--- config.mk ---
export PLATFORM = sky130hd
export DESIGN_NAME = flash_cmd_decoder
export DESIGN_NICKNAME = d
export VERILOG_FILES = /design/src/rtl/flash_cmd_pkg.sv /design/src/rtl/fcd_host_sync.sv /design/src/rtl/fcd_cmd_seq.sv /design/src/rtl/fcd_status.sv /design/src/rtl/fcd_read_mux.sv /design/src/rtl/flash_cmd_decoder.sv
export SDC_FILE = /design/constraint.sdc
export NUM_CORES = 1
export LEC_CHECK = 0
export BUFFER_PORTS_ARGS = -buffer_cell sky130_fd_sc_hd__buf_2
export CAP_MARGIN = 40
export CORE_MARGIN = 3
export CORE_UTILIZATION = 52
export CTS_BUF_LIST = sky130_fd_sc_hd__clkbuf_8
export CTS_CLUSTER_SIZE = 14
export DETAILED_ROUTE_END_ITERATION = 10
export PLACE_DENSITY = 0.77
export SETUP_SLACK_MARGIN = 0.02
export SYNTH_ARGS = -nofsm -noshare
export SYNTH_HDL_FRONTEND = slang
export SYNTH_SLANG_ARGS = --single-unit
export TNS_END_PERCENT = 5
--- constraint.sdc ---
create_clock -name clk -period 2.2 [get_ports clk]
set_input_delay 0.44 -clock clk [delete_from_list [all_inputs] [get_ports clk]]
set_output_delay 0.44 -clock clk [all_outputs]
set_load 0.02 [all_outputs]
--- src/rtl/flash_cmd_pkg.sv ---
package flash_cmd_pkg;

  localparam int BYTE_W = 8;

  typedef enum logic [1:0] {RM_ARRAY, RM_IDENT, RM_STATUS} rd_mode_e;
  typedef enum logic [1:0] {OP_NONE, OP_ERASE, OP_WRITE} op_e;
  typedef enum logic [1:0] {SQ_IDLE, SQ_ERASE_SETUP, SQ_WRITE_SETUP} seq_e;
  typedef enum logic [1:0] {RK_ERASE, RK_WRITE, RK_SUSPEND, RK_RESUME} req_kind_e;

  localparam logic [BYTE_W-1:0] OPC_ARRAY     = 8'hFF;
  localparam logic [BYTE_W-1:0] OPC_IDENT     = 8'h90;
  localparam logic [BYTE_W-1:0] OPC_STATUS    = 8'h70;
  localparam logic [BYTE_W-1:0] OPC_CLEAR     = 8'h50;
  localparam logic [BYTE_W-1:0] OPC_ERASE     = 8'h20;
  localparam logic [BYTE_W-1:0] OPC_CONFIRM   = 8'hD0;
  localparam logic [BYTE_W-1:0] OPC_WRITE_A   = 8'h40;
  localparam logic [BYTE_W-1:0] OPC_WRITE_B   = 8'h10;
  localparam logic [BYTE_W-1:0] OPC_SUSPEND   = 8'hB0;
  localparam logic [BYTE_W-1:0] ID_MAKER      = 8'h89;
  localparam logic [BYTE_W-1:0] ID_PART       = 8'hA2;
  localparam logic [BYTE_W-1:0] HIDDEN_BYTE   = 8'hFF;

endpackage

--- src/rtl/fcd_host_sync.sv ---
module fcd_host_sync #(
  parameter int ADDR_W      = 20,
  parameter int SYNC_STAGES = 2
) (
  input  logic                                clk,
  input  logic                                rst_n,
  input  logic                                ce_n,
  input  logic                                we_n,
  input  logic [ADDR_W-1:0]                   addr,
  input  logic [flash_cmd_pkg::BYTE_W-1:0]    wdata,
  output logic                                wr_stb,
  output logic [ADDR_W-1:0]                   wr_addr,
  output logic [flash_cmd_pkg::BYTE_W-1:0]    wr_data
);
  import flash_cmd_pkg::*;

  localparam int DEPTH = SYNC_STAGES + 1;
  localparam int PW    = ADDR_W + BYTE_W;

  // control chain: index DEPTH-2 is the current synchronized sample,
  // index DEPTH-1 the sample one cycle earlier
  logic [1:0]    ctl [DEPTH];
  logic [PW-1:0] pay [DEPTH];

  for (genvar g = 0; g < DEPTH; g++) begin : g_stage
    if (g == 0) begin : g_first
      always_ff @(posedge clk or negedge rst_n) begin
        if (!rst_n) begin
          ctl[g] <= 2'b11;
          pay[g] <= '0;
        end else begin
          ctl[g] <= {ce_n, we_n};
          pay[g] <= {addr, wdata};
        end
      end
    end else begin : g_next
      always_ff @(posedge clk or negedge rst_n) begin
        if (!rst_n) begin
          ctl[g] <= 2'b11;
          pay[g] <= '0;
        end else begin
          ctl[g] <= ctl[g-1];
          pay[g] <= pay[g-1];
        end
      end
    end
  end

  logic cur_we_n, prv_we_n, prv_ce_n;
  assign cur_we_n = ctl[DEPTH-2][0];
  assign prv_we_n = ctl[DEPTH-1][0];
  assign prv_ce_n = ctl[DEPTH-1][1];

  // rising write-enable while selected: take the last sample before the rise
  assign wr_stb  = !prv_we_n && cur_we_n && !prv_ce_n;
  assign wr_addr = pay[DEPTH-1][PW-1:BYTE_W];
  assign wr_data = pay[DEPTH-1][BYTE_W-1:0];

endmodule

--- src/rtl/fcd_cmd_seq.sv ---
module fcd_cmd_seq #(
  parameter int ADDR_W  = 20,
  parameter int BLOCK_W = 4
) (
  input  logic                             clk,
  input  logic                             rst_n,
  input  logic                             wr_stb,
  input  logic [ADDR_W-1:0]                wr_addr,
  input  logic [flash_cmd_pkg::BYTE_W-1:0] wr_data,
  input  logic                             vpp_high,
  input  logic                             req_ready,
  input  logic                             eng_done,
  input  logic                             eng_suspended,
  output flash_cmd_pkg::rd_mode_e          rd_mode,
  output flash_cmd_pkg::op_e               op,
  output logic                             suspended,
  output logic [BLOCK_W-1:0]               erase_blk,
  output logic                             req_valid,
  output flash_cmd_pkg::req_kind_e         req_kind,
  output logic [ADDR_W-1:0]                req_addr,
  output logic [flash_cmd_pkg::BYTE_W-1:0] req_data,
  output logic                             ev_improper,
  output logic                             ev_vpp_low,
  output logic                             ev_clear
);
  import flash_cmd_pkg::*;

  seq_e                 seq, seq_n;
  rd_mode_e             mode_n;
  op_e                  op_n;
  logic [BLOCK_W-1:0]   setup_blk, setup_blk_n, erase_blk_n;
  logic                 rv_n;
  req_kind_e            rk_n;
  logic [ADDR_W-1:0]    ra_n;
  logic [BYTE_W-1:0]    rd_n;
  logic [BLOCK_W-1:0]   wr_blk;

  assign wr_blk    = wr_addr[ADDR_W-1 -: BLOCK_W];
  assign suspended = (op == OP_ERASE) && eng_suspended;

  always_comb begin
    seq_n       = seq;
    mode_n      = rd_mode;
    op_n        = op;
    setup_blk_n = setup_blk;
    erase_blk_n = erase_blk;
    rv_n        = req_valid && !req_ready;
    rk_n        = req_kind;
    ra_n        = req_addr;
    rd_n        = req_data;
    ev_improper = 1'b0;
    ev_vpp_low  = 1'b0;
    ev_clear    = 1'b0;

    if (eng_done) op_n = OP_NONE;

    if (wr_stb) begin
      unique case (seq)
        SQ_ERASE_SETUP: begin
          seq_n  = SQ_IDLE;
          mode_n = RM_STATUS;
          if (wr_data == OPC_CONFIRM && wr_blk == setup_blk) begin
            if (vpp_high) begin
              rv_n        = 1'b1;
              rk_n        = RK_ERASE;
              ra_n        = wr_addr;
              rd_n        = '0;
              op_n        = OP_ERASE;
              erase_blk_n = wr_blk;
            end else begin
              ev_vpp_low = 1'b1;
            end
          end else begin
            ev_improper = 1'b1;
          end
        end
        SQ_WRITE_SETUP: begin
          seq_n  = SQ_IDLE;
          mode_n = RM_STATUS;
          if (vpp_high) begin
            rv_n = 1'b1;
            rk_n = RK_WRITE;
            ra_n = wr_addr;
            rd_n = wr_data;
            op_n = OP_WRITE;
          end else begin
            ev_vpp_low = 1'b1;
          end
        end
        default: begin
          if (op == OP_WRITE) begin
            if (wr_data == OPC_STATUS) mode_n = RM_STATUS;
          end else if (suspended) begin
            if (wr_data == OPC_ARRAY) begin
              mode_n = RM_ARRAY;
            end else if (wr_data == OPC_STATUS) begin
              mode_n = RM_STATUS;
            end else if (wr_data == OPC_CONFIRM && !req_valid) begin
              mode_n = RM_STATUS;
              rv_n   = 1'b1;
              rk_n   = RK_RESUME;
              ra_n   = '0;
              rd_n   = '0;
            end
          end else if (op == OP_ERASE) begin
            if (wr_data == OPC_STATUS) begin
              mode_n = RM_STATUS;
            end else if (wr_data == OPC_SUSPEND && !req_valid) begin
              mode_n = RM_STATUS;
              rv_n   = 1'b1;
              rk_n   = RK_SUSPEND;
              ra_n   = '0;
              rd_n   = '0;
            end
          end else begin
            unique case (wr_data)
              OPC_ARRAY:  mode_n = RM_ARRAY;
              OPC_IDENT:  mode_n = RM_IDENT;
              OPC_STATUS: mode_n = RM_STATUS;
              OPC_CLEAR:  ev_clear = 1'b1;
              OPC_ERASE: begin
                seq_n       = SQ_ERASE_SETUP;
                setup_blk_n = wr_blk;
                mode_n      = RM_STATUS;
              end
              OPC_WRITE_A, OPC_WRITE_B: begin
                seq_n  = SQ_WRITE_SETUP;
                mode_n = RM_STATUS;
              end
              default: ;
            endcase
          end
        end
      endcase
    end
  end

  always_ff @(posedge clk or negedge rst_n) begin
    if (!rst_n) begin
      seq       <= SQ_IDLE;
      rd_mode   <= RM_ARRAY;
      op        <= OP_NONE;
      setup_blk <= '0;
      erase_blk <= '0;
      req_valid <= 1'b0;
      req_kind  <= RK_ERASE;
      req_addr  <= '0;
      req_data  <= '0;
    end else begin
      seq       <= seq_n;
      rd_mode   <= mode_n;
      op        <= op_n;
      setup_blk <= setup_blk_n;
      erase_blk <= erase_blk_n;
      req_valid <= rv_n;
      req_kind  <= rk_n;
      req_addr  <= ra_n;
      req_data  <= rd_n;
    end
  end

endmodule

--- src/rtl/fcd_status.sv ---
module fcd_status (
  input  logic                             clk,
  input  logic                             rst_n,
  input  flash_cmd_pkg::op_e               op,
  input  logic                             suspended,
  input  logic                             ev_improper,
  input  logic                             ev_vpp_low,
  input  logic                             ev_clear,
  input  logic                             eng_done,
  input  logic                             eng_fail,
  output logic [flash_cmd_pkg::BYTE_W-1:0] status
);
  import flash_cmd_pkg::*;

  logic err_erase, err_write, err_vpp;
  logic fail_now;

  assign fail_now = eng_done && eng_fail;

  always_ff @(posedge clk or negedge rst_n) begin
    if (!rst_n) begin
      err_erase <= 1'b0;
      err_write <= 1'b0;
      err_vpp   <= 1'b0;
    end else if (ev_clear) begin
      err_erase <= 1'b0;
      err_write <= 1'b0;
      err_vpp   <= 1'b0;
    end else begin
      err_erase <= err_erase | ev_improper | (fail_now && op == OP_ERASE);
      err_write <= err_write | ev_improper | (fail_now && op == OP_WRITE);
      err_vpp   <= err_vpp | ev_vpp_low;
    end
  end

  logic ready;
  assign ready  = (op == OP_NONE) || suspended;
  assign status = {ready, suspended, err_erase, err_write, err_vpp, 3'b000};

endmodule

--- src/rtl/fcd_read_mux.sv ---
module fcd_read_mux #(
  parameter int BLOCK_W = 4
) (
  input  flash_cmd_pkg::rd_mode_e          rd_mode,
  input  logic [BLOCK_W-1:0]               rd_blk,
  input  logic                             rd_lsb,
  input  logic [flash_cmd_pkg::BYTE_W-1:0] arr_rdata,
  input  logic [flash_cmd_pkg::BYTE_W-1:0] status,
  input  logic                             suspended,
  input  logic [BLOCK_W-1:0]               erase_blk,
  output logic [flash_cmd_pkg::BYTE_W-1:0] rdata
);
  import flash_cmd_pkg::*;

  always_comb begin
    unique case (rd_mode)
      RM_IDENT:  rdata = rd_lsb ? ID_PART : ID_MAKER;
      RM_STATUS: rdata = status;
      default:   rdata = (suspended && rd_blk == erase_blk) ? HIDDEN_BYTE : arr_rdata;
    endcase
  end

endmodule

--- src/rtl/flash_cmd_decoder.sv ---
module flash_cmd_decoder #(
  parameter int ADDR_W      = 20,
  parameter int BLOCK_W     = 4,
  parameter int SYNC_STAGES = 2
) (
  input  logic              clk,
  input  logic              rst_n,
  input  logic              host_ce_n,
  input  logic              host_we_n,
  input  logic [ADDR_W-1:0] host_addr,
  input  logic [7:0]        host_wdata,
  output logic [7:0]        host_rdata,
  input  logic [7:0]        arr_rdata,
  input  logic              vpp_high,
  output logic              req_valid,
  input  logic              req_ready,
  output logic [1:0]        req_kind,
  output logic [ADDR_W-1:0] req_addr,
  output logic [7:0]        req_data,
  input  logic              eng_done,
  input  logic              eng_fail,
  input  logic              eng_suspended
);
  import flash_cmd_pkg::*;

  logic                wr_stb;
  logic [ADDR_W-1:0]   wr_addr;
  logic [BYTE_W-1:0]   wr_data;
  rd_mode_e            rd_mode;
  op_e                 op;
  logic                suspended;
  logic [BLOCK_W-1:0]  erase_blk;
  req_kind_e           kind;
  logic                ev_improper, ev_vpp_low, ev_clear;
  logic [BYTE_W-1:0]   status;

  fcd_host_sync #(.ADDR_W(ADDR_W), .SYNC_STAGES(SYNC_STAGES)) u_sync (
    .clk(clk), .rst_n(rst_n), .ce_n(host_ce_n), .we_n(host_we_n),
    .addr(host_addr), .wdata(host_wdata),
    .wr_stb(wr_stb), .wr_addr(wr_addr), .wr_data(wr_data)
  );

  fcd_cmd_seq #(.ADDR_W(ADDR_W), .BLOCK_W(BLOCK_W)) u_seq (
    .clk(clk), .rst_n(rst_n), .wr_stb(wr_stb), .wr_addr(wr_addr),
    .wr_data(wr_data), .vpp_high(vpp_high), .req_ready(req_ready),
    .eng_done(eng_done), .eng_suspended(eng_suspended),
    .rd_mode(rd_mode), .op(op), .suspended(suspended), .erase_blk(erase_blk),
    .req_valid(req_valid), .req_kind(kind), .req_addr(req_addr),
    .req_data(req_data), .ev_improper(ev_improper), .ev_vpp_low(ev_vpp_low),
    .ev_clear(ev_clear)
  );

  fcd_status u_status (
    .clk(clk), .rst_n(rst_n), .op(op), .suspended(suspended),
    .ev_improper(ev_improper), .ev_vpp_low(ev_vpp_low), .ev_clear(ev_clear),
    .eng_done(eng_done), .eng_fail(eng_fail), .status(status)
  );

  fcd_read_mux #(.BLOCK_W(BLOCK_W)) u_rmux (
    .rd_mode(rd_mode), .rd_blk(host_addr[ADDR_W-1 -: BLOCK_W]),
    .rd_lsb(host_addr[0]), .arr_rdata(arr_rdata), .status(status),
    .suspended(suspended), .erase_blk(erase_blk), .rdata(host_rdata)
  );

  assign req_kind = kind;

endmodule

==> run summary, run 1 <==
OUTCOME
------------------------------------------------------------------------------
Outcome                                                           complete, but fails checks
Violated checks                                                   negative setup slack

DRT
------------------------------------------------------------------------------
Pre-antenna DRT Iters                                                        6
DR vias                                                                   3553
Residual antenna-violating net count after detailed routing                  0
Initial DRC count                                                          213
Total Wirelength                                                      11000 um
Remaining DRCs                                                               0
Routed vias/inst                                                          5.31
Routed wire length per instance                                        16.4 um

PLACEMENT
------------------------------------------------------------------------------
Count of input and output buffers                                           83
Instance area after placement                                         5900 um2
Half-perimeter wire length after detailed placement                    7460 um
Placer Congestion                                                        0.948
Pre-CTS setup slack                                                  -0.138 ns

CTS
------------------------------------------------------------------------------
Insertion delay of the later-clocked pin in the worst-skew pair        0.42 ns
Sinks on Clock Net                                                         138
Clock Pin Slew Worst Setup and Hold Paths                              0.08 ns
Clock H-tree levels                                                          4
Maximum buffer depth of the clock tree                                       2
CTS tree                                                                   yes
Clock root buffer                                                     clkbuf_8
Cts bufs inserted                                                           17

CRITICAL PATH
------------------------------------------------------------------------------
Critical path's most frequent cell                                       buf_4
Crit path required time                                                1.76 ns
WP buf/inv                                                                   3
Ordered list of cells on the worst path                           inv_2, ha_4, nand2_4, nor3_2, buf_4, nand2b_4, nor2_2, a21oi_2, buf_4
Endpoint class of the critical path                                 output pin
Length in cells of the worst reg-to-reg path                                 7
CP Max Fanout                                                                7
Number of cells on the critical path                                         9
FF-to-FF End                                                      u_seq.req_kind[1]$_DFFE_PN0P_
RR Startpoint                                                     u_sync.wr_data[3]$_DFF_PN0_
Crit path kind                                                    register to output pin
Critical Path End                                                 host_rdata[5]
Worst setup startpoint                                            u_seq.op[1]$_DFF_PN0_
R2r setup slk                                                          0.01 ns
Crit-path max cell delay                                               0.40 ns
Type of element launching the critical path                           register
Critical path's top delay family                                  buffers and inverters
Crit path arrival time                                                 1.88 ns
Worst path slowest cell                                                dfrtp_1

LAYOUT
------------------------------------------------------------------------------
# diodes                                                                     0
Utilization of the core after routing                                    69.2%
Leading cell type in the layout, fill and taps excluded                dfrtp_1
Final std cell area, no fill                                          6510 um2
Most used cells in the layout excluding fill and tap cells        131 x dfrtp_1, 76 x buf_2, 70 x nand2_1
Fraction of layout instances using a drive strength above 1              36.7%
Area taken by flip-flops and latches                                  3460 um2
Final nets                                                                 580
Synth-to-Final Area Change                                               26.7%
Fill cell total of the finished layout                                     672
Total area of multi-input combinational cells                         1670 um2

STA
------------------------------------------------------------------------------
Min Clock Period, post-route                                           2.32 ns
Worst clock skew                                                     0.0134 ns
Unrepaired setup endpoints after global routing                            yes
Final-report max-slew violation count                                        0
Final Cycle Share                                                         106%
Tightest slew margin relative to the limit                               73.1%
Final Hold Violating Endpoints                                               0
Worst slew pin tran                                                   0.403 ns
Setup violations, final                                                      7
Fmax                                                                   430 MHz
PnR worst setup slack                                                -0.124 ns

GRT
------------------------------------------------------------------------------
First-pass GRT wire length                                            18200 um
Initial antenna violation count                                              0
Total grt overflow                                                           0
Overall fraction of global-route tracks in use                           20.7%
Pin count of the biggest net entering global routing                        70
Via count of the first global-routing pass                                3728

YOSYS
------------------------------------------------------------------------------
Summed instance area of the synthesized netlist                       5140 um2
Synthesized flop and latch total                                           138
Count of unique library cells instantiated by Yosys                         53
Post-Synthesis Mean Instance Area                                     12.5 um2
Post-synthesis cell type with the largest combined area                dfrtp_1
Net count after synthesis                                                  464
Warnings from Yosys                                                          0
Largest cells by area after synthesis                             dfrtp_1 64%, nand2_1 5.3%, o311ai_1 3.6%
Seq/Total Area, Yosys                                                    67.3%
Area share of the leading cell type in the synthesized netlist           64.2%
Synthesized instance count                                                 411

PWR
------------------------------------------------------------------------------
Net switching power of the design                                      1.23 mW
Clock network fraction of total power                                    42.4%
Proportion of power drawn by combinational gates                          5.7%
Total power density per cell area                                   791 nW/um2
Worst vdd rail ir drop                                                0.681 mV
Static leakage                                                         3.05 nW
Fraction of power spent switching nets                                   23.9%
Power Internal                                                         3.92 mW
Portion of total power attributed to sequential cells                    51.9%

FLOORPLANNING
------------------------------------------------------------------------------
Starting density of the core                                             54.6%
Die width                                                               105 um
Die height                                                              105 um
Area of the die                                                      11100 um2
Core box area                                                         9420 um2
Standard-cell row count                                                     35
I/O pin cnt                                                                 84

FLOW RUN
------------------------------------------------------------------------------
Number of max-capacitance violations reported                                0

WORST HOLD PATH
------------------------------------------------------------------------------
Worst min path class                                              primary input to async pin

[Yosys cell counts, drive strengths merged]
library cell	count
o32ai	1
a22o	8
o21a	1
or3b	1
a21o	2
nand3	9
dfrtp	132
nor2	22
o211ai	1
nor3	5
a41oi	1
nor4	5
o311ai	22
ha	8
nand4	2
clkbuf	16
o2111ai	1
nand3b	3
nor4b	1
or2	1
o22ai	1
o21bai	2
nor2b	3
or4	1
nor4bb	1
a31oi	5
a22oi	2
and2	1
o41ai	1
nor3b	1
o21ai	12
inv	11
nand2	72
a21oi	12
a2bb2oi	1
a32o	2
buf	5
dfstp	6
a211oi	2
xor2	1
xnor2	9
nand2b	5
mux2	12
a221o	1
[cell type report]
cell class / instances / area share (%)
Sequential cell: 138 / 53.2
Tap cell: 129 / 2.48
Inverter: 11 / 0.634
Clock buffer: 18 / 3.80
Multi-Input combinational cell: 241 / 25.6
Clock inverter: 14 / 2.80
Timing Repair Buffer: 118 / 11.5
[worst min path at each step]
stage	endpoint
floorplan	u_seq.erase_blk[0]$_DFFE_PN0P_
global placement	u_sync.wr_addr[1]$_DFF_PN0_
detailed placement	u_sync.pay[40]$_DFF_PN0_
CTS	u_seq.req_data[6]$_DFFE_PN0P_
global route	u_seq.req_data[6]$_DFFE_PN0P_
finish	u_seq.rd_mode[1]$_DFFE_PN0P_
[registers in the layout (all words and copies together), names as in the netlist, 2 cells and up]
signal,cells
u_sync.ctl,6
u_seq.req_addr,20
u_seq.erase_blk,4
u_sync.wr_data,8
u_seq.op,2
u_seq.req_data,8
u_seq.rd_mode,2
u_sync.pay,56
u_seq.req_kind,2
u_sync.wr_addr,20
u_seq.setup_blk,4
u_seq.seq,2
[layer usage]
metal,global-route usage [%],vias up,wire length [um]
li1,-,1675,-
met1,27.6,1763,4810
met2,33.9,106,5590
met3,5.14,9,495
met4,6.00,0,106
met5,0,-,0
[power by group through the flow]
stage,logic (mW),registers [mW],clock network [mW]
after global routing,0.326,2.68,2.36
final,0.295,2.67,2.18
after global placement,0.275,2.71,0
after detailed placement,0.279,2.72,0
after CTS,0.288,2.67,2.24
after floorplan,0.129,2.70,0
[repair_timing]
item / in CTS / in global routing
setup endpoints to repair: 46 / 44
pin swaps: 10 / 11
buffers inserted: 4 / 2
endpoints found under the hold margin: 0 / 0
resized for setup: 19 / 18
hold buffers: 0 / 0
[stage by stage]
stage	hold WS (ns)	setup TNS [ns]	instances	total power, mW
final	0.0120	-0.570	669	5.15
after CTS	0.00349	-0.536	667	5.19
after global placement	0.331	-0.756	632	2.99
after floorplan	0.144	-0.0228	411	2.83
after detailed placement	0.335	-1.92	632	3.00
after global routing	0.00739	-2.27	669	5.36
[kinds of logic (layout without fill, tap and decap cells)]
| logic type | count (synthesis) | after routing | synth area share [%] |
|---|---|---|---|
| flops | 138 | 138 | 67.3 |
| simple gates | 133 | 133 | 12.2 |
| compound gates | 78 | 78 | 11.6 |
| buf+inv | 32 | 161 | 2.48 |
| mux | 12 | 12 | 2.77 |
| xor+xnor | 10 | 10 | 1.70 |
| fa+ha+maj | 8 | 8 | 1.95 |
Note: power is estimated with default switching activity, not from simulation.
==> run 2: changes to the inputs <==
PLACE_DENSITY = 0.81   (was 0.77)
==> run summary, run 2 (synthesis gave the netlist of run 1 again) <==
OUTCOME
------------------------------------------------------------------------------
Outcome                                                           complete, but fails checks
Violated checks                                                   negative setup slack

WORST HOLD PATH
------------------------------------------------------------------------------
Worst min path class                                              primary input to register
Number of stages on the worst hold path                                      1
Hold Path Sink                                                    u_sync.ctl[5]$_DFF_PN1_
Start point of the worst hold path                                   host_ce_n

LAYOUT
------------------------------------------------------------------------------
Most used cells in the layout excluding fill and tap cells        129 x dfrtp_1, 76 x buf_2, 69 x nand2_1
Leading cell type in the layout, fill and taps excluded                dfrtp_1
Synth-to-Final Area Change                                               28.5%
Final nets                                                                 583   +0.52%
Utilization of the core after routing                                    70.2%   +0.98 points
Fraction of layout instances using a drive strength above 1              39.4%   +2.7 points
# diodes                                                                     0   unchanged
Fill cell total of the finished layout                                     642   -4.5%
Register bank with the most flops                                   u_sync.pay
Max FFs per register                                                        56   unchanged

DRT
------------------------------------------------------------------------------
Routed wire length per instance                                        16.8 um   +2.4%
Routed vias/inst                                                          5.47   +3.1%
Initial DRC count                                                          216   +1.4%
Remaining DRCs                                                               0   unchanged
Residual antenna-violating net count after detailed routing                  0   unchanged
Total Wirelength                                                      11300 um   +2.9%
Pre-antenna DRT Iters                                                        5   -1
DR vias                                                                   3678   +3.5%

FLOORPLANNING
------------------------------------------------------------------------------
Die height                                                              105 um   unchanged
Starting density of the core                                             54.6%   unchanged
Core box area                                                         9420 um2   unchanged
I/O pin cnt                                                                 84   unchanged
Area of the die                                                      11100 um2   unchanged
Standard-cell row count                                                     35   unchanged
Die width                                                               105 um   unchanged

GRT
------------------------------------------------------------------------------
Overall fraction of global-route tracks in use                           21.1%   +0.40 points
First-pass GRT wire length                                            18300 um   +0.46%
Pin count of the biggest net entering global routing                        72   +2.9%
Initial antenna violation count                                              0   unchanged
Via count of the first global-routing pass                                3684   -1.2%
Total grt overflow                                                           0   unchanged

PWR
------------------------------------------------------------------------------
Net switching power of the design                                      1.31 mW   +6.3%
Portion of total power attributed to sequential cells                    53.1%   +1.2 points
Proportion of power drawn by combinational gates                          6.2%   +0.5 points
Fraction of power spent switching nets                                   26.0%   +2.1 points
Clock network fraction of total power                                    40.8%   -1.6 points
Static leakage                                                         3.07 nW   +0.83%
Worst vdd rail ir drop                                                0.555 mV   -18%
Total power density per cell area                                   761 nW/um2   -3.7%
Power Internal                                                         3.72 mW   -5.0%

CRITICAL PATH
------------------------------------------------------------------------------
Crit path required time                                                1.76 ns   about the same
Crit path arrival time                                                 1.92 ns   +0.04 ns
R2r setup slk                                                         -0.01 ns   -0.02 ns
FF-to-FF End                                                      u_seq.req_kind[1]$_DFFE_PN0P_
Crit path kind                                                    register to output pin
Type of element launching the critical path                           register
Endpoint class of the critical path                                 output pin
RR Startpoint                                                     u_seq.op[1]$_DFF_PN0_
CP Max Fanout                                                                7   unchanged
Length in cells of the worst reg-to-reg path                                10   +3

STA
------------------------------------------------------------------------------
Setup violations, final                                                      9   +2
Worst slew pin tran                                                   0.548 ns   +0.145 ns
Final Cycle Share                                                         107%   +1.8 points
Worst clock skew                                                     0.0128 ns   -0.000602 ns
Fin Hold WS                                                          0.0991 ns   +0.0870 ns
Unrepaired setup endpoints after global routing                            yes
Final Hold Violating Endpoints                                               0   unchanged
Tightest slew margin relative to the limit                               63.4%   -9.8 points
PnR worst setup slack                                                -0.164 ns   -0.0394 ns
Min Clock Period, post-route                                           2.36 ns   +0.0394 ns
Final-report max-slew violation count                                        0   unchanged
Fmax                                                                   423 MHz   -1.7%

PLACEMENT
------------------------------------------------------------------------------
Placer Congestion                                                        0.954   +0.60%
Half-perimeter wire length after detailed placement                    7530 um   +0.92%
Count of input and output buffers                                           83   unchanged

CTS
------------------------------------------------------------------------------
Cts bufs inserted                                                           17   unchanged
Insertion delay of the later-clocked pin in the worst-skew pair        0.44 ns   +0.02 ns
Clock H-tree levels                                                          4   unchanged
Sinks on Clock Net                                                         138   unchanged
Maximum buffer depth of the clock tree                                       2   unchanged
CTS tree                                                                   yes
Clock root buffer                                                     clkbuf_8
Clock Pin Slew Worst Setup and Hold Paths                              0.08 ns   about the same

FLOW RUN
------------------------------------------------------------------------------
Number of max-capacitance violations reported                                0   unchanged

run 2: through the flow:
stage	area, um2	setup WS, ns	power [mW]	TNS, ns	std cells
floorplan	5150	-0.0228	2.83	-0.0228	411
global placement	5910	-0.0565	2.99	-0.626	634
detailed placement	5920	-0.151	3.00	-1.49	635
CTS	6450	-0.153	5.07	-0.843	670
global route	6610	-0.294	5.25	-2.29	672
finish	6610	-0.164	5.03	-0.703	672
run 2: final cells by class:
cell class	instances	area, um2	share of cell area, %
Multi-Input combinational cell	241	1760	26.6
Clock buffer	18	248	3.75
Timing Repair Buffer	121	777	11.8
Clock inverter	14	156	2.37
Tap cell	129	161	2.44
Inverter	11	41.3	0.625
Sequential cell	138	3460	52.5
run 2: how the worst max path moves through the flow:
stage	start	endpoint	slack (ns)	depth (start not counted)
after floorplan	u_seq.op[1]$_DFF_PN0_	host_rdata[1]	-0.02	8
after global routing	u_seq.op[1]$_DFF_PN0_	host_rdata[1]	-0.29	9
final	u_seq.op[1]$_DFF_PN0_	host_rdata[1]	-0.16	9
after global placement	u_sync.wr_data[3]$_DFF_PN0_	u_seq.req_data[2]$_DFFE_PN0P_	-0.06	8
after detailed placement	u_sync.wr_data[3]$_DFF_PN0_	u_seq.req_data[2]$_DFFE_PN0P_	-0.15	8
after CTS	u_seq.erase_blk[1]$_DFFE_PN0P_	host_rdata[5]	-0.15	8
run 2: repair_timing:
item,CTS,global route
hold buffers,1,0
buffers inserted,3,2
pin swaps,8,10
gates resized for setup,26,27
endpoints found under the hold margin,38,0
setup endpoints to repair,38,45
run 2: metal layers:
metal	wire (um)	vias to the layer above	track usage, %	share of wire (%)
li1	-	1686	-	-
met1	4730	1844	28.0	42
met2	5710	134	33.7	50
met3	731	14	6.25	6.5
met4	143	0	6.84	1.3
met5	0	-	0	0
run 2: worst max-delay path, cell delays in order, from the launching register on:
cell,delay (ns)
dfrtp_1,0.41
inv_2,0.09
ha_4,0.15
nand2_4,0.06
nor3_2,0.14
buf_4,0.17
nand2b_4,0.14
nor2_2,0.04
nor2_1,0.12
buf_4,0.16
run 2: power by group through the flow:
stage               registers [mW]  logic (mW)  clock network (mW)
floorplan                     2.70       0.129                   0
global placement              2.71       0.275                   0
detailed placement            2.72       0.285                   0
CTS                           2.67       0.301                2.10
global route                  2.68       0.342                2.23
finish                        2.67       0.312                2.05
==> run 3: changes to the inputs <==
SETUP_SLACK_MARGIN = 0.05   (was 0.02)
==> run summary, run 3 (synthesis gave the netlist of run 1 again) <==
OUTCOME
------------------------------------------------------------------------------
Outcome                                                           complete, but fails checks
Violated checks                                                   negative setup slack

CRITICAL PATH
------------------------------------------------------------------------------
Crit-path max cell delay                                               0.40 ns   about the same
Critical path's most frequent cell                                       buf_4
Crit path required time                                                1.76 ns   about the same
Crit path arrival time                                                 1.95 ns   +0.03 ns
Critical path's top delay family                                  buffers and inverters
Endpoint class of the critical path                                 output pin
Crit path kind                                                    register to output pin
WP buf/inv                                                                   3   unchanged
Worst path slowest cell                                                dfrtp_1
Type of element launching the critical path                           register
Ordered list of cells on the worst path                           inv_2, ha_4, nand2_4, nor3_2, buf_4, nand2b_4, nor2_2, a21oi_2, buf_4
CP Max Fanout                                                                7   unchanged

CTS
------------------------------------------------------------------------------
Clock H-tree levels                                                          4   unchanged
CTS tree                                                                   yes
Sinks on Clock Net                                                         138   unchanged
Insertion delay of the later-clocked pin in the worst-skew pair        0.44 ns   about the same
Clock root buffer                                                     clkbuf_8
Maximum buffer depth of the clock tree                                       2   unchanged
Cts bufs inserted                                                           17   unchanged
Clock Pin Slew Worst Setup and Hold Paths                              0.08 ns   about the same

DRT
------------------------------------------------------------------------------
Pre-antenna DRT Iters                                                        5   unchanged
Remaining DRCs                                                               0   unchanged
Wl on met1                                                             4510 um   -4.5%
DR vias                                                                   3615   -1.7%
Routed vias/inst                                                          5.40   -1.3%
Initial DRC count                                                          215   -0.46%
Routed length on met3                                                   699 um   -4.4%
Metal2 WL                                                              5840 um   +2.2%
Residual antenna-violating net count after detailed routing                  0   unchanged
Total Wirelength                                                      11200 um   -1.1%
Topmost layer with routed signal wires                                    met4
Routed wire length per instance                                        16.7 um   -0.64%

GRT
------------------------------------------------------------------------------
First-pass GRT wire length                                            18300 um   about the same
Via count of the first global-routing pass                                3675   -0.24%
Initial antenna violation count                                              0   unchanged
Overall fraction of global-route tracks in use                           21.2%   +0.089 points
Pin count of the biggest net entering global routing                        52   -28%
Total grt overflow                                                           0   unchanged

PLACEMENT
------------------------------------------------------------------------------
Half-perimeter wire length after detailed placement                    7730 um   +2.7%
Placer Congestion                                                        0.850   -11%
Count of input and output buffers                                           83   unchanged

LAYOUT
------------------------------------------------------------------------------
Leading cell type in the layout, fill and taps excluded                dfrtp_1
Total area of multi-input combinational cells                         1730 um2   -1.7%
Fill cell total of the finished layout                                     687   +7.0%
Fraction of layout instances using a drive strength above 1              37.4%   -2.0 points
Max FFs per register                                                        56   unchanged
Register bank with the most flops                                   u_sync.pay
# diodes                                                                     0   unchanged
Most used cells in the layout excluding fill and tap cells        130 x dfrtp_1, 76 x buf_2, 70 x nand2_1
Final nets                                                                 580   -0.51%
Synth-to-Final Area Change                                               26.6%
Area taken by flip-flops and latches                                  3460 um2   about the same

FLOORPLANNING
------------------------------------------------------------------------------
Die width                                                               105 um   unchanged
I/O pin cnt                                                                 84   unchanged
Standard-cell row count                                                     35   unchanged
Starting density of the core                                             54.6%   unchanged
Core box area                                                         9420 um2   unchanged
Die height                                                              105 um   unchanged
Area of the die                                                      11100 um2   unchanged

STA
------------------------------------------------------------------------------
Setup violations, final                                                      8   -1
Setup TNS                                                             -1.19 ns   -0.485 ns
Unrepaired setup endpoints after global routing                            yes
Worst clock skew                                                    0.00959 ns   -0.00317 ns
Fmax                                                                   418 MHz   -1.2%
PnR worst setup slack                                                -0.191 ns   -0.0275 ns
Final Cycle Share                                                         109%   +1.3 points
Tightest slew margin relative to the limit                               61.4%   -1.9 points
Worst slew pin tran                                                   0.577 ns   +0.0298 ns
Final-report max-slew violation count                                        0   unchanged
Min Clock Period, post-route                                           2.39 ns   +0.0275 ns
Final Hold Violating Endpoints                                               0   unchanged

FLOW RUN
------------------------------------------------------------------------------
Number of max-capacitance violations reported                                0   unchanged

PWR
------------------------------------------------------------------------------
Power consumption                                                      4.97 mW   -1.3%
Worst vdd rail ir drop                                                0.570 mV   +2.7%
Total power density per cell area                                   763 nW/um2   +0.17%
Static leakage                                                         3.04 nW   -1.2%

WORST HOLD PATH
------------------------------------------------------------------------------
Worst min path class                                              primary input to register

[run 3: stage by stage]
| stage | util, % | hold WS, ns | area, um2 | setup slack (ns) | std cells |
|---|---|---|---|---|---|
| 2_1_floorplan | - | 0.144 | 5150 | 0.0185 | 411 |
| 3_3_place_gp | 62.3 | 0.331 | 5860 | -0.0338 | 629 |
| 3_5_place_dp | 62.4 | 0.335 | 5870 | -0.0606 | 630 |
| 4_1_cts | 67.7 | 0.0732 | 6380 | -0.205 | 664 |
| 5_1_grt | 69.2 | 0.0588 | 6510 | -0.276 | 669 |
| 6_report | 69.2 | 0.0946 | 6510 | -0.191 | 669 |
[run 3: report_power, final]
part / switching (mW) / leakage, nW / internal [mW]
logic: 0.190 / 1.14 / 0.117
clock network: 1.05 / 0.200 / 0.936
registers: 0.0419 / 1.70 / 2.63
[run 3: layout make-up]
cell class | count | share of cell area [%]
well taps | 129 | 2.48
inverters | 11 | 0.634
clock inverters | 15 | 2.44
clock buffers | 17 | 3.59
multi-input cells | 241 | 26.5
repair buffers | 118 | 11.1
flip-flops and latches | 138 | 53.2
[run 3: repair_timing]
| item | 4_1_cts | 5_1_grt |
|---|---|---|
| gates resized for setup | 21 | 19 |
| setup buffers | 1 | 5 |
| endpoints found under the hold margin | 47 | 0 |
| hold buffers | 1 | 0 |
| pin swaps | 7 | 12 |
| setup endpoints to repair | 43 | 51 |
[run 3: path summary, 6_finish.rpt]
kind	start	to	slack, ns	cells after the start
max reg2reg	u_sync.wr_data[3]$_DFF_PN0_	u_seq.req_kind[1]$_DFFE_PN0P_	0.03	5
max in group asynchronous	rst_n	u_sync.ctl[0]$_DFF_PN1_	1.02	3
min in group asynchronous	rst_n	u_seq.req_addr[14]$_DFFE_PN0P_	0.49	2
min	host_addr[12]	u_sync.pay[76]$_DFF_PN0_	0.09	1
max	u_seq.op[1]$_DFF_PN0_	host_rdata[5]	-0.19	9
min reg2reg	u_sync.pay[45]$_DFF_PN0_	u_sync.wr_addr[9]$_DFF_PN0_	0.35	0
[run 3: per-layer routing]
| layer | track usage, % | up-vias |
|---|---|---|
| met2 | 35.1 | 114 |
| met4 | 6.09 | 0 |
| met1 | 26.6 | 1810 |
| li1 | - | 1676 |
| met3 | 7.23 | 15 |
| met5 | 0 | - |
